**src/rtl/adc_host_pkg.sv**
```systemverilog
package adc_host_pkg;
  localparam int FRAME_BITS    = 13;
  localparam int CODE_BITS     = 10;
  localparam int SUB_BITS      = 2;
  localparam int PCNT_W        = 5;
  localparam int EXT_PULSES    = 15;
  localparam int EXT_FIRST_CAP = 3;
  localparam int INT_PULSES    = 14;
  localparam int INT_FIRST_CAP = 2;

  typedef enum logic [2:0] {
    ST_HOLD,
    ST_IDLE,
    ST_SETUP,
    ST_CSLOW,
    ST_POLL,
    ST_SHIFT
  } host_st_t;
endpackage

```
**src/rtl/adc_rate_window.sv**
```systemverilog
module adc_rate_window #(
  parameter int SYS_CLK_HZ    = 100_000_000,
  parameter int CLK_DIV       = 50,
  parameter int EXT_MIN_HZ    = 100_000,
  parameter int EXT_MAX_HZ    = 2_170_000,
  parameter int HOLD_LIMIT_US = 140
) (
  output logic ext_ok
);
  import adc_host_pkg::*;

  localparam longint SCLK_HZ    = longint'(SYS_CLK_HZ) / (longint'(2) * longint'(CLK_DIV));
  localparam longint CONV_CLKS  = longint'(FRAME_BITS) * longint'(2) * longint'(CLK_DIV);
  localparam longint LIMIT_CLKS = (longint'(SYS_CLK_HZ) * longint'(HOLD_LIMIT_US)) / longint'(1_000_000);
  localparam bit     RATE_OK    = (SCLK_HZ >= longint'(EXT_MIN_HZ)) && (SCLK_HZ <= longint'(EXT_MAX_HZ));
  localparam bit     DROOP_OK   = (CONV_CLKS <= LIMIT_CLKS);

  assign ext_ok = RATE_OK && DROOP_OK;
endmodule

```
**src/rtl/adc_sclk_pulser.sv**
```systemverilog
module adc_sclk_pulser #(
  parameter int CLK_DIV = 50
) (
  input  logic                             clk,
  input  logic                             rst,
  input  logic                             go,
  input  logic [adc_host_pkg::PCNT_W-1:0]  n_pulses,
  input  logic [adc_host_pkg::PCNT_W-1:0]  first_cap,
  input  logic                             lvl_set,
  input  logic                             lvl_val,
  output logic                             sclk,
  output logic                             cap,
  output logic                             done
);
  import adc_host_pkg::*;

  localparam int DIV_W = $clog2(CLK_DIV + 1);

  logic              running;
  logic              high_ph;
  logic [DIV_W-1:0]  div_cnt;
  logic [PCNT_W-1:0] idx;
  logic [PCNT_W-1:0] n_q;
  logic [PCNT_W-1:0] fc_q;

  always_ff @(posedge clk) begin
    if (rst) begin
      running <= 1'b0;
      high_ph <= 1'b0;
      div_cnt <= '0;
      idx     <= '0;
      n_q     <= '0;
      fc_q    <= '0;
      sclk    <= 1'b0;
      cap     <= 1'b0;
      done    <= 1'b0;
    end else begin
      cap  <= 1'b0;
      done <= 1'b0;
      if (go) begin
        running <= 1'b1;
        high_ph <= 1'b0;
        sclk    <= 1'b0;
        div_cnt <= '0;
        idx     <= PCNT_W'(1);
        n_q     <= n_pulses;
        fc_q    <= first_cap;
      end else if (running) begin
        if (div_cnt == DIV_W'(CLK_DIV - 1)) begin
          div_cnt <= '0;
          if (!high_ph) begin
            high_ph <= 1'b1;
            sclk    <= 1'b1;
            cap     <= (idx >= fc_q);
          end else if (idx == n_q) begin
            running <= 1'b0;
            high_ph <= 1'b0;
            sclk    <= 1'b0;
            done    <= 1'b1;
          end else begin
            idx     <= idx + PCNT_W'(1);
            high_ph <= 1'b0;
            sclk    <= 1'b0;
          end
        end else begin
          div_cnt <= div_cnt + DIV_W'(1);
        end
      end else if (lvl_set) begin
        sclk <= lvl_val;
      end
    end
  end
endmodule

```
**src/rtl/adc_frame_shift.sv**
```systemverilog
module adc_frame_shift (
  input  logic                                 clk,
  input  logic                                 rst,
  input  logic                                 din_raw,
  input  logic                                 cap,
  output logic                                 din_s,
  output logic [adc_host_pkg::FRAME_BITS-1:0]  word
);
  import adc_host_pkg::*;

  logic meta;

  always_ff @(posedge clk) begin
    if (rst) begin
      meta  <= 1'b0;
      din_s <= 1'b0;
      word  <= '0;
    end else begin
      meta  <= din_raw;
      din_s <= meta;
      if (cap) begin
        word <= {word[FRAME_BITS-2:0], din_s};
      end
    end
  end
endmodule

```
**src/rtl/adc_serial_host.sv**
```systemverilog
module adc_serial_host #(
  parameter int SYS_CLK_HZ  = 100_000_000,
  parameter int CLK_DIV     = 50,
  parameter int EOC_TIMEOUT = 2000,
  parameter int CS_HIGH_MIN = 20
) (
  input  logic       clk,
  input  logic       rst,
  input  logic       start,
  input  logic       cfg_internal,
  input  logic       adc_dout,
  output logic       adc_cs_n,
  output logic       adc_sclk,
  output logic       busy,
  output logic       res_valid,
  output logic       res_chan,
  output logic [9:0] res_code,
  output logic [1:0] res_sub,
  output logic       err_timeout,
  output logic       frame_internal
);
  import adc_host_pkg::*;

  localparam int MAX_A  = (EOC_TIMEOUT > CS_HIGH_MIN) ? EOC_TIMEOUT : CS_HIGH_MIN;
  localparam int MAX_B  = (MAX_A > CLK_DIV) ? MAX_A : CLK_DIV;
  localparam int CNT_W  = $clog2(MAX_B + 1);

  host_st_t          st;
  logic [CNT_W-1:0]  cnt;
  logic              ext_ok;
  logic              go;
  logic [PCNT_W-1:0] npul;
  logic [PCNT_W-1:0] fcap;
  logic              lvl_set;
  logic              lvl_val;
  logic              cap;
  logic              done;
  logic              din_s;
  logic [FRAME_BITS-1:0] word;
  logic              want_int;

  adc_rate_window #(
    .SYS_CLK_HZ (SYS_CLK_HZ),
    .CLK_DIV    (CLK_DIV)
  ) u_rate (
    .ext_ok (ext_ok)
  );

  adc_sclk_pulser #(
    .CLK_DIV (CLK_DIV)
  ) u_pulser (
    .clk       (clk),
    .rst       (rst),
    .go        (go),
    .n_pulses  (npul),
    .first_cap (fcap),
    .lvl_set   (lvl_set),
    .lvl_val   (lvl_val),
    .sclk      (adc_sclk),
    .cap       (cap),
    .done      (done)
  );

  adc_frame_shift u_shift (
    .clk     (clk),
    .rst     (rst),
    .din_raw (adc_dout),
    .cap     (cap),
    .din_s   (din_s),
    .word    (word)
  );

  assign want_int = cfg_internal | ~ext_ok;

  always_ff @(posedge clk) begin
    if (rst) begin
      st             <= ST_HOLD;
      cnt            <= '0;
      adc_cs_n       <= 1'b1;
      busy           <= 1'b1;
      res_valid      <= 1'b0;
      err_timeout    <= 1'b0;
      frame_internal <= 1'b0;
      go             <= 1'b0;
      npul           <= '0;
      fcap           <= '0;
      lvl_set        <= 1'b0;
      lvl_val        <= 1'b0;
      res_chan       <= 1'b0;
      res_code       <= '0;
      res_sub        <= '0;
    end else begin
      res_valid   <= 1'b0;
      err_timeout <= 1'b0;
      go          <= 1'b0;
      lvl_set     <= 1'b0;
      case (st)
        ST_HOLD: begin
          if (cnt == CNT_W'(CS_HIGH_MIN - 1)) begin
            cnt  <= '0;
            busy <= 1'b0;
            st   <= ST_IDLE;
          end else begin
            cnt <= cnt + CNT_W'(1);
          end
        end
        ST_IDLE: begin
          if (start) begin
            frame_internal <= want_int;
            lvl_set        <= 1'b1;
            lvl_val        <= want_int;
            busy           <= 1'b1;
            cnt            <= '0;
            st             <= ST_SETUP;
          end
        end
        ST_SETUP: begin
          if (cnt == CNT_W'(CLK_DIV - 1)) begin
            adc_cs_n <= 1'b0;
            cnt      <= '0;
            st       <= ST_CSLOW;
          end else begin
            cnt <= cnt + CNT_W'(1);
          end
        end
        ST_CSLOW: begin
          if (cnt == CNT_W'(CLK_DIV - 1)) begin
            cnt <= '0;
            if (frame_internal) begin
              lvl_set <= 1'b1;
              lvl_val <= 1'b0;
              st      <= ST_POLL;
            end else begin
              go   <= 1'b1;
              npul <= PCNT_W'(EXT_PULSES);
              fcap <= PCNT_W'(EXT_FIRST_CAP);
              st   <= ST_SHIFT;
            end
          end else begin
            cnt <= cnt + CNT_W'(1);
          end
        end
        ST_POLL: begin
          if (din_s) begin
            go   <= 1'b1;
            npul <= PCNT_W'(INT_PULSES);
            fcap <= PCNT_W'(INT_FIRST_CAP);
            cnt  <= '0;
            st   <= ST_SHIFT;
          end else if (cnt == CNT_W'(EOC_TIMEOUT - 1)) begin
            adc_cs_n    <= 1'b1;
            err_timeout <= 1'b1;
            cnt         <= '0;
            st          <= ST_HOLD;
          end else begin
            cnt <= cnt + CNT_W'(1);
          end
        end
        ST_SHIFT: begin
          if (done) begin
            adc_cs_n  <= 1'b1;
            res_valid <= 1'b1;
            res_chan  <= word[FRAME_BITS-1];
            res_code  <= word[FRAME_BITS-2 -: CODE_BITS];
            res_sub   <= word[SUB_BITS-1:0];
            cnt       <= '0;
            st        <= ST_HOLD;
          end
        end
        default: begin
          cnt <= '0;
          st  <= ST_HOLD;
        end
      endcase
    end
  end
endmodule

```
**config.mk**
```make
export PLATFORM = sky130hd
export DESIGN_NAME = adc_serial_host
export DESIGN_NICKNAME = d
export VERILOG_FILES = /design/src/rtl/adc_host_pkg.sv /design/src/rtl/adc_rate_window.sv /design/src/rtl/adc_sclk_pulser.sv /design/src/rtl/adc_frame_shift.sv /design/src/rtl/adc_serial_host.sv
export SDC_FILE = /design/constraint.sdc
export NUM_CORES = 1
export LEC_CHECK = 0
export BUFFER_PORTS_ARGS = -buffer_cell sky130_fd_sc_hd__buf_2
export CAP_MARGIN = 10
export CORE_MARGIN = 4
export CORE_UTILIZATION = 43
export DETAILED_ROUTE_END_ITERATION = 8
export PLACE_DENSITY = 0.59
export SETUP_SLACK_MARGIN = 0.5
export SLEW_MARGIN = 40
export SYNTH_ARGS = -nofsm -noshare
export SYNTH_HDL_FRONTEND = slang
export SYNTH_SLANG_ARGS = --single-unit
```
**constraint.sdc**
```tcl
create_clock -name clk -period 2.9 [get_ports clk]
set_input_delay 0.29 -clock clk [delete_from_list [all_inputs] [get_ports clk]]
set_output_delay 0.29 -clock clk [all_outputs]
set_load 0.005 [all_outputs]
```
==> qor.txt, run 1 <==
fin crit period: 2.16 ns
core area: 0.00683 mm²
Die W: 92.0 µm
CTS H-tree lvls: 3
Hold Crit Depth: 2
Yosys reg bits: 70
setup tns final: 0 ns
routability cong.: 0.787
Die H: 92.0 µm
Max Cap Viol: 0
post-CTS setup buffer count: 0
setup violators final: 0
std cell rows: 30
Antenna Cells: 0
synth top area cells: dfxtp_1, mux2i_1, nand2_1
I/O pin total: 24
area share of the largest cell type after synthesis: 46.2%
post-cts sizing count: 0
Leakage: 0.00122 µW
hold slack: 0.166 ns
clock sink count: 70
vias in the first global route: 2190
Layout Cells excl Fill: 464
dpl cell area: 0.00322 mm²
Synth Cell Area: 0.00303 mm²
Placed Cells: 449
Reg2Reg Setup Slack: 0.74 ns
drt drc: 0
Synth Instances: 346
drt wl/cell: 12.9 µm
Hold Violations, Final: 0
post-synth top area cell: dfxtp_1
Clock Skews: 0.00848 ns
commonest non-fill, non-tap cell in the layout: dfxtp_1
Post-CTS Hold Buffers: 0
TritonRoute pass-1 iters: 6
root buf cell: clkbuf_8
FF-to-FF End: st[2]
fin crit share: 74.6%
final net count: 376
DP HPWL: 4060 µm
worst slew pin tran: 0.745 ns
clk_lat worst skew: 0.33 ns
CP Class: register to register
largest net degree at the start of global routing: 58
Reg clk slew, reported paths: 0.07 ns
vias per inst: 5.14
clk buf depth: 2
status: completed
final-report max-slew violation count: 0
f_max: 462 MHz
Mapped Avg Cell Area: 8.77 µm²
layout cells sized above 1: 13.9%
fin util: 49.6%
Post-synth EDFFs: 0
Pwr Density: 650 mW/mm²
WP data required: 3.09 ns
All-Layer GR Usage: 14.8%
GRT overflow: 0
Ys Warns: 0
Post-Route WL: 5980 µm
Min-Delay Path Class: input pin to register
TritonCTS clock tree: built
Inserted Clock Buffers: 9
antenna-violating nets left: 0
Yosys cell types: 52
top_reg_cell synth: dfxtp_1
CP arrival: 2.35 ns
Worst Hold End: u_shift.meta
worst r2r path cells: 5
Seq/Total Area, Yosys: 46.2%
Worst Setup End Kind: register
worst hold start: adc_dout
crit path launch type: register
1st-iter DRT viols: 162
area delta synth->final: 11.6%
total nets after synthesis: 358
final instance area: 0.00339 mm²
CP Max Fanout: 8
Via Count: 2386
port bufs: 23
first-pass GRT wire length: 10200 µm
RSZ-0062 raised after global routing: false
Async S/R FF share, synth: 0%
RR Startpoint: cnt[6]
initial antenna violation count: 0
commonest non-fill, non-tap cells in the layout: dfxtp_1, nand2_1, nor2_1
Die Area: 0.00846 mm²
worst vdd ir: 0.000289 V
Initial Utilization: 44.4%
Max transition margin: 50.3%
[report_power, final]
group	switching [µW]	total [µW]	internal (µW)
logic	249	440	192
clock network	347	677	330
registers	77.2	1080	1010
total	673	2200	1530
[kinds of logic after synthesis]
group / after synthesis / synth area share [%]
AO/OA/AOI/OAI: 52 / 11.4
XOR/XNOR: 12 / 3.47
adder cells (fa/ha/maj): 7 / 2.89
buffers and inverters: 31 / 3.84
flip-flops: 70 / 46.2
multiplexers: 17 / 5.61
AND/OR/NAND/NOR: 157 / 26.6
[worst max path at each step]
stage | end | slack [ns] | from | cells after the start
3_5_place_dp | st[2] | 0.74 | cnt[6] | 5
5_1_grt | st[2] | 0.62 | cnt[0] | 6
6_report | st[2] | 0.74 | cnt[6] | 5
3_3_place_gp | st[2] | 0.77 | cnt[6] | 5
4_1_cts | st[2] | 0.72 | cnt[6] | 5
2_1_floorplan | st[2] | 0.90 | cnt[6] | 5
[state kept, by name (all words and copies together) (netlist names), 2 cells and up]
signal	flops
npul	2
u_pulser.div_cnt	6
u_shift.word	13
cnt	11
res_code	10
res_sub	2
u_pulser.idx	5
st	3
[metal layers]
metal  GRT usage (%)  share of wire [%]  wire length [µm]
met1            18.5                 48              2860
met2            23.9                 48              2850
met5               0                  0                 0
met4            4.83               0.48                29
met3            5.09                4.0               239
[critical path, cell delays in order, from the launching register on]
cell      delay, ns
dfxtp_1        0.36
or4_4          0.59
o31a_1         0.36
a211o_2        0.41
nor2_8         0.19
a311oi_1       0.10
[final cells by class]
class | instances | area (µm²)
Fill cell | 691 | 3450
Multi-Input combinational cell | 245 | 1520
Sequential cell | 70 | 1400
Clock buffer | 12 | 145
Timing Repair Buffer | 26 | 138
Tap cell | 96 | 120
Inverter | 12 | 45.0
Clock inverter | 3 | 21.3
[cell usage after synthesis, drive strengths merged, types with 2 or more instances]
master and instances:
nand3 17, nor3 8, o21ai 4, inv 12
a211o 2, nand3b 2, nor2 41, nor4b 4
a2111oi 2, and3 4, ha 7, nor2b 5
and4 2, dfxtp 70, mux2i 17, or2 2
xor2 7, or4 2, o22a 2, clkbuf 17
a21oi 25, nand2 41, a211oi 5, buf 2
nand2b 5, o31a 2, and2 2, a31oi 4
nand4 9, xnor2 5, nor4 3, or3 7
[stage by stage]
| step | total power, µW | worst slack, ns |
|---|---|---|
| 3_3_place_gp | 1550 | 0.773 |
| 3_5_place_dp | 1550 | 0.743 |
| 6_report | 2200 | 0.736 |
| 5_1_grt | 2330 | 0.621 |
| 2_1_floorplan | 1450 | 0.905 |
| 4_1_cts | 2230 | 0.722 |
Note: power is estimated with default switching activity, not from simulation.
==> run 2, diff against run 1 <==
PLACE_DENSITY = 0.62   (was 0.59)
clock period = 1.82 ns   (was 2.9 ns; I/O delays follow)
==> run 2 against run 1 <==
  * The run now ends with setup timing left
  * Clock skew increased by 0.0012 ns
  * Largest cell class unchanged
  * Setup slack got worse by 0.94 ns
  * Clock-buffer cell count decreased by 3
  * Non-clock buffer count increased by 38
  * Fmax increased by 6.8%
  * First-iteration DRC count decreased by 35%
  * Sequential share of layout area decreased by 6.0 points
  * Total power increased by 80%
  * Via count increased by 6.9%
  * Die area unchanged
  * Clock power increased by 83%
==> qor.txt, run 2 (synthesized netlist as in run 1, its figures left out) <==
clk_lat worst skew: 0.34 ns (about the same)
fin crit share: 111% (+37 points)
Inserted Clock Buffers: 9 (unchanged)
dpl cell area: 0.00352 mm² (+9.3%)
Final Worst Setup Slack: -0.205 ns (-0.941 ns)
area delta synth->final: 32.3%
CP arrival: 2.23 ns (-0.12 ns)
worst hold start: adc_dout
Largest regs: u_shift.word: 13 flops, cnt: 11 flops, res_code: 10 flops
max incr delay on CP: 0.56 ns (-0.03 ns)
Initial Utilization: 44.4% (unchanged)
status: finished with violations
failing checks: setup timing
Post-Route WL: 6670 µm (+12%)
Antenna Cells: 0 (unchanged)
vias in the first global route: 2375 (+8.4%)
CP Max Fanout: 8 (unchanged)
final-report max-slew violation count: 0 (unchanged)
Psw: 1220 µW (+81%)
Filler cells: 599 (-13%)
Worst Hold End: u_shift.meta
Min-Delay Path Class: input pin to register
FF-to-FF End: st[2]
Hold Violations, Final: 0 (unchanged)
Leakage: 0.00150 µW (+23%)
crit path cell chain: or4_4 > o31a_1 > a211o_4 > nor2_8 > a311oi_1
WP data required: 2.02 ns (-1.07 ns)
commonest non-fill, non-tap cells in the layout: dfxtp_1, nand2_1, nor2_1
Die Area: 0.00846 mm² (unchanged)
crit path max-delay cell type: or4_4
CP Class: register to register
GRT overflow: 0 (unchanged)
All-Layer GR Usage: 16.3% (+1.5 points)
switching share of power: 30.7% (+0.16 points)
fin crit period: 2.02 ns (-0.139 ns)
setup violators final: 19 (+19)
largest net degree at the start of global routing: 58 (unchanged)
routability cong.: 0.808 (+2.7%)
RR Startpoint: cnt[9]
Placed Cells: 473 (+5.3%)
Reg clk slew, reported paths: 0.08 ns (about the same)
clock sink count: 70 (unchanged)
RSZ-0062 raised after global routing: true
Flop pwr share: 43.2% (-6.1 points)
DP HPWL: 4360 µm (+7.3%)
worst r2r path cells: 5 (unchanged)
1st-iter DRT viols: 106 (-35%)
critical path's top delay family: compound AO/OA/AOI/OAI gates
Via Count: 2551 (+6.9%)
Die H: 92.0 µm (unchanged)
Pwr Density: 989 mW/mm² (+52%)
worst slew pin tran: 0.607 ns (-0.137 ns)
first-pass GRT wire length: 11200 µm (+9.6%)
setup tns final: -2.42 ns (-2.42 ns)
f_max: 494 MHz (+6.8%)
TritonRoute pass-1 iters: 4 (-2)
crit path launch type: register
P_int: 2750 µW (+80%)
Clock Skews: 0.00964 ns (+0.00116 ns)
commonest non-fill, non-tap cell in the layout: dfxtp_1
port bufs: 23 (unchanged)
TritonCTS clock tree: built
vias per inst: 5.07 (-1.4%)
layout cells sized above 1: 33.4% (+20 points)
final net count: 414 (+10%)
Die W: 92.0 µm (unchanged)
Max transition margin: 59.5% (+9.2 points)
Largest register FFs: 13 (unchanged)
combinational share of power: 25.5% (+5.5 points)
Worst Setup End Kind: register
root buf cell: clkbuf_8
drt drc: 0 (unchanged)
I/O pin total: 24 (unchanged)
core area: 0.00683 mm² (unchanged)
Reg2Reg Setup Slack: -0.20 ns (-0.94 ns)
final instance area: 0.00401 mm² (+19%)
Crit path buffers/inverters: 0 (unchanged)
Layout Cells excl Fill: 503 (+8.4%)
antenna-violating nets left: 0 (unchanged)
Hold Crit Depth: 2 (unchanged)
Top reg by flops: u_shift.word
std cell rows: 30 (unchanged)
clk buf depth: 2 (unchanged)
drt wl/cell: 13.3 µm (+2.9%)
Max Cap Viol: 0 (unchanged)
worst vdd ir: 0.000612 V (+110%)
Clk pwr share: 31.3% (+0.6 points)
initial antenna violation count: 0 (unchanged)
CTS H-tree lvls: 3 (unchanged)
Post-CTS Hold Buffers: 0 (unchanged)
## run 2: cell count changes in the layout (fill, tap and decap cells not counted), moves of 3 or more
cell,change
buf_6,+8
nor3_1,-3
dfxtp_1,-12
nor3_4,+3
nand3_1,-3
ha_4,+3
or3_4,+4
dfxtp_2,+10
buf_4,+30
ha_1,-4
or3_1,-3
## run 2: worst register-to-register path, stage by stage, from the launching register on
cell and delay [ns]:
dfxtp_2 0.32, or4_4 0.56, o31a_1 0.34, a211o_4 0.39, nor2_8 0.18, a311oi_1 0.10
## run 2: timing repair
action	CTS	global route
setup endpoints to repair	51	52
gates resized for setup	20	21
buffers inserted	8	6
pin swaps	23	14
## run 2: power groups by stage
stage                     sequential, µW  clock, µW  combinational [µW]
after CTS                           1700       1290                 979
final                               1710       1240                1010
after floorplan                     1700          0                 643
after detailed placement            1730          0                 877
after global routing                1730       1360                1110
after global placement              1730          0                 857
## run 2: worst max path at each step
stage,from,end,slack [ns],depth (start not counted)
2_1_floorplan,cnt[9],st[2],-0.04,5
3_3_place_gp,cnt[9],st[2],-0.11,5
3_5_place_dp,cnt[9],st[2],-0.16,5
4_1_cts,cnt[9],st[0],-0.16,5
5_1_grt,cnt[9],st[2],-0.27,5
6_report,cnt[9],st[2],-0.20,5
## run 2: per-layer routing
metal / up-vias / global-route usage (%) / routed length, µm
li1: 1316 / - / -
met1: 1179 / 21.0 / 3040
met2: 50 / 26.0 / 3260
met3: 6 / 5.33 / 299
met4: 0 / 5.20 / 76
met5: - / 0 / 0
## run 2: area by class of cell
| type | count | area (µm²) | area share, % |
|---|---|---|---|
| Inverter | 12 | 45.0 | 1.12 |
| Clock buffer | 9 | 124 | 3.09 |
| Clock inverter | 7 | 73.8 | 1.84 |
| Tap cell | 96 | 120 | 2.99 |
| Timing Repair Buffer | 64 | 453 | 11.3 |
| Sequential cell | 70 | 1420 | 35.4 |
| Multi-Input combinational cell | 245 | 1780 | 44.2 |
## run 2: through the flow
stage | utilization (%) | power [µW] | hold slack [ns] | worst slack [ns]
4_1_cts | 56.7 | 3970 | 0.0166 | -0.159
5_1_grt | 58.7 | 4190 | 0.0180 | -0.272
3_3_place_gp | 51.5 | 2590 | 0.395 | -0.110
3_5_place_dp | 51.5 | 2610 | 0.394 | -0.164
2_1_floorplan | - | 2340 | 0.310 | -0.0366
6_report | 58.7 | 3970 | 0.0408 | -0.205
==> run 3, diff against run 2 <==
CORE_UTILIZATION = 53   (was 43)
PLACE_DENSITY = 0.74   (was 0.62)
==> run 3 against run 2 <==
  * The run still ends with setup timing left
  * Core utilization rose by 13 points
  * Setup slack improved by 0.045 ns
  * Combinational power about the same
  * Clock power is 6% lower
  * Non-clock buffer count unchanged
  * Via count increased by 4.6%
  * Register-to-register slack gained 0.04 ns
  * Sequential power about the same
  * Critical path depth is 1 higher
  * Flip-flop and latch count unchanged
  * Hold slack got worse by 0.0020 ns
  * Critical path type unchanged
  * Largest cell class unchanged
  * Highest routed layer unchanged
==> qor.txt, run 3 (synthesized netlist as in run 1, its figures left out) <==
Layout Cells excl Fill: 479 (-4.8%)
Via Count: 2668 (+4.6%)
clk buf depth: 2 (unchanged)
total power: 3880 µW (-2.2%)
Pwr Density: 981 mW/mm² (-0.88%)
DP HPWL: 4380 µm (+0.57%)
RSZ-0062 raised after global routing: true
I/O pin total: 24 (unchanged)
Min-Delay Path Class: input pin to register
Placed Cells: 450 (-4.9%)
crit path cell chain: or4_4 > o31a_1 > a211o_4 > buf_4 > nor2_4 > a211oi_2
Clock Skews: 0.0106 ns (+0.000952 ns)
routability cong.: 0.805 (-0.37%)
Antenna Cells: 0 (unchanged)
crit path max-delay cell type: or4_4
Die W: 83.6 µm (-9.1%)
TritonCTS clock tree: built
1st-iter DRT viols: 81 (-24%)
worst vdd ir: 0.000604 V (-1.3%)
Initial Utilization: 54.7% (+10 points)
CP arrival: 2.19 ns (-0.04 ns)
Max transition margin: 59.9% (+0.38 points)
commonest non-fill, non-tap cell in the layout: dfxtp_1
clock sink count: 70 (unchanged)
vias per inst: 5.57 (+9.8%)
Filler cells: 438 (-27%)
All-Layer GR Usage: 20.2% (+3.9 points)
Leakage: 0.00147 µW (-2.0%)
layout cells sized above 1: 34.2% (+0.74 points)
fin crit period: 1.98 ns (-0.0449 ns)
fin util: 71.5% (+13 points)
drt drc: 0 (unchanged)
Die Area: 0.00700 mm² (-17%)
antenna-violating nets left: 0 (unchanged)
drt wl/cell: 14.5 µm (+9.4%)
crit path launch type: register
max incr delay on CP: 0.55 ns (about the same)
root buf cell: clkbuf_8
status: finished with violations
wl on met1: 3150 µm (+3.7%)
Clk pwr share: 29.9% (-1.4 points)
initial antenna violation count: 0 (unchanged)
final net count: 414 (unchanged)
switching share of power: 32.1% (+1.4 points)
Inserted Clock Buffers: 9 (unchanged)
Die H: 83.6 µm (-9.1%)
failing checks: setup timing
Reg clk slew, reported paths: 0.08 ns (about the same)
fin crit share: 109% (-2.5 points)
CP Max Fanout: 6 (-2)
setup violators final: 19 (unchanged)
TritonRoute pass-1 iters: 4 (unchanged)
final-report max-slew violation count: 0 (unchanged)
Max Cap Viol: 0 (unchanged)
std cell rows: 27 (-10%)
worst slew pin tran: 0.602 ns (-0.00566 ns)
first-pass GRT wire length: 11600 µm (+4.2%)
met3 WL: 217 µm (-27%)
max layer used: met4
Flop pwr share: 43.6% (+0.4 points)
GRT overflow: 0 (unchanged)
vias in the first global route: 2566 (+8.0%)
CTS H-tree lvls: 3 (unchanged)
f_max: 505 MHz (+2.3%)
WP data required: 2.03 ns (about the same)
Top reg by flops: u_shift.word
Psw: 1250 µW (+2.3%)
clk_lat worst skew: 0.35 ns (about the same)
CP Class: register to register
core area: 0.00554 mm² (-19%)
Final Worst Setup Slack: -0.160 ns (+0.0449 ns)
Largest regs: u_shift.word: 13 flops, cnt: 11 flops, res_code: 10 flops
largest net degree at the start of global routing: 58 (unchanged)
port bufs: 23 (unchanged)
area delta synth->final: 30.6%
P_int: 2640 µW (-4.2%)
routed wl met2: 3390 µm (+4.1%)
Post-Route WL: 6950 µm (+4.1%)
combinational share of power: 26.5% (+1.0 points)
Hold Violations, Final: 0 (unchanged)
commonest non-fill, non-tap cells in the layout: dfxtp_1, nand2_1, nor2_1
Worst Setup End Kind: register
Largest register FFs: 13 (unchanged)
==> run 3: power groups by stage <==
stage	Combinational, µW	Clock, µW	Sequential [µW]
floorplan	643	0	1700
global placement	861	0	1710
detailed placement	881	0	1710
CTS	962	1190	1680
global route	1110	1260	1700
finish	1030	1160	1690
==> run 3: cell type report <==
class                   instances  area, µm²  share of cell area (%)
clock buffers                  10        138                    3.48
clock inverters                 6       45.0                    1.14
inverters                      12       45.0                    1.14
multi-input cells             245       1770                    44.8
flip-flops and latches         70       1420                    35.8
well taps                      72       90.1                    2.27
repair buffers                 64        449                    11.3
==> run 3: per-stage QoR <==
stage	worst slack, ns	TNS [ns]	cell area, µm²	hold WS (ns)
after floorplan	-0.0366	-0.136	3160	0.310
after global placement	-0.108	-1.04	3500	0.393
after detailed placement	-0.139	-1.46	3500	0.395
after CTS	-0.147	-1.60	3870	0.0221
after global routing	-0.232	-3.19	3960	0.0305
final	-0.160	-1.87	3960	0.0388
==> run 3: layer usage <==
layer	track usage [%]	up-vias
met5	0	-
met4	10.7	0
met3	4.44	19
met2	32.5	46
met1	25.2	1281
li1	-	1322
==> run 3: repair_timing <==
action | 4_1_cts | 5_1_grt
gates cloned | 0 | 1
hold buffers | 0 | 0
pin swaps | 22 | 11
buffers inserted | 10 | 2
resized for setup | 22 | 20
endpoints found under the setup margin | 38 | 52
==> run 3: critical path: cells and delay by family, from the launching register on <==
| family | cells | cell delay (ns) |
|---|---|---|
| DFF | 1 | 0.32 |
| and+or+nand+nor | 2 | 0.62 |
| AOI/OAI and AO/OA | 3 | 0.73 |
| buffers and inverters | 1 | 0.16 |
==> run 3: path summary, 6_finish.rpt <==
| path | start | end | slack, ns | cells past startpoint |
|---|---|---|---|---|
| hold / removal | adc_dout | u_shift.meta | 0.04 | 2 |
| hold reg to reg | u_shift.meta | u_shift.din_s | 0.44 | 1 |
| setup / recovery | cnt[9] | cnt[0] | -0.16 | 6 |
| setup reg to reg | cnt[9] | cnt[0] | -0.16 | 6 |
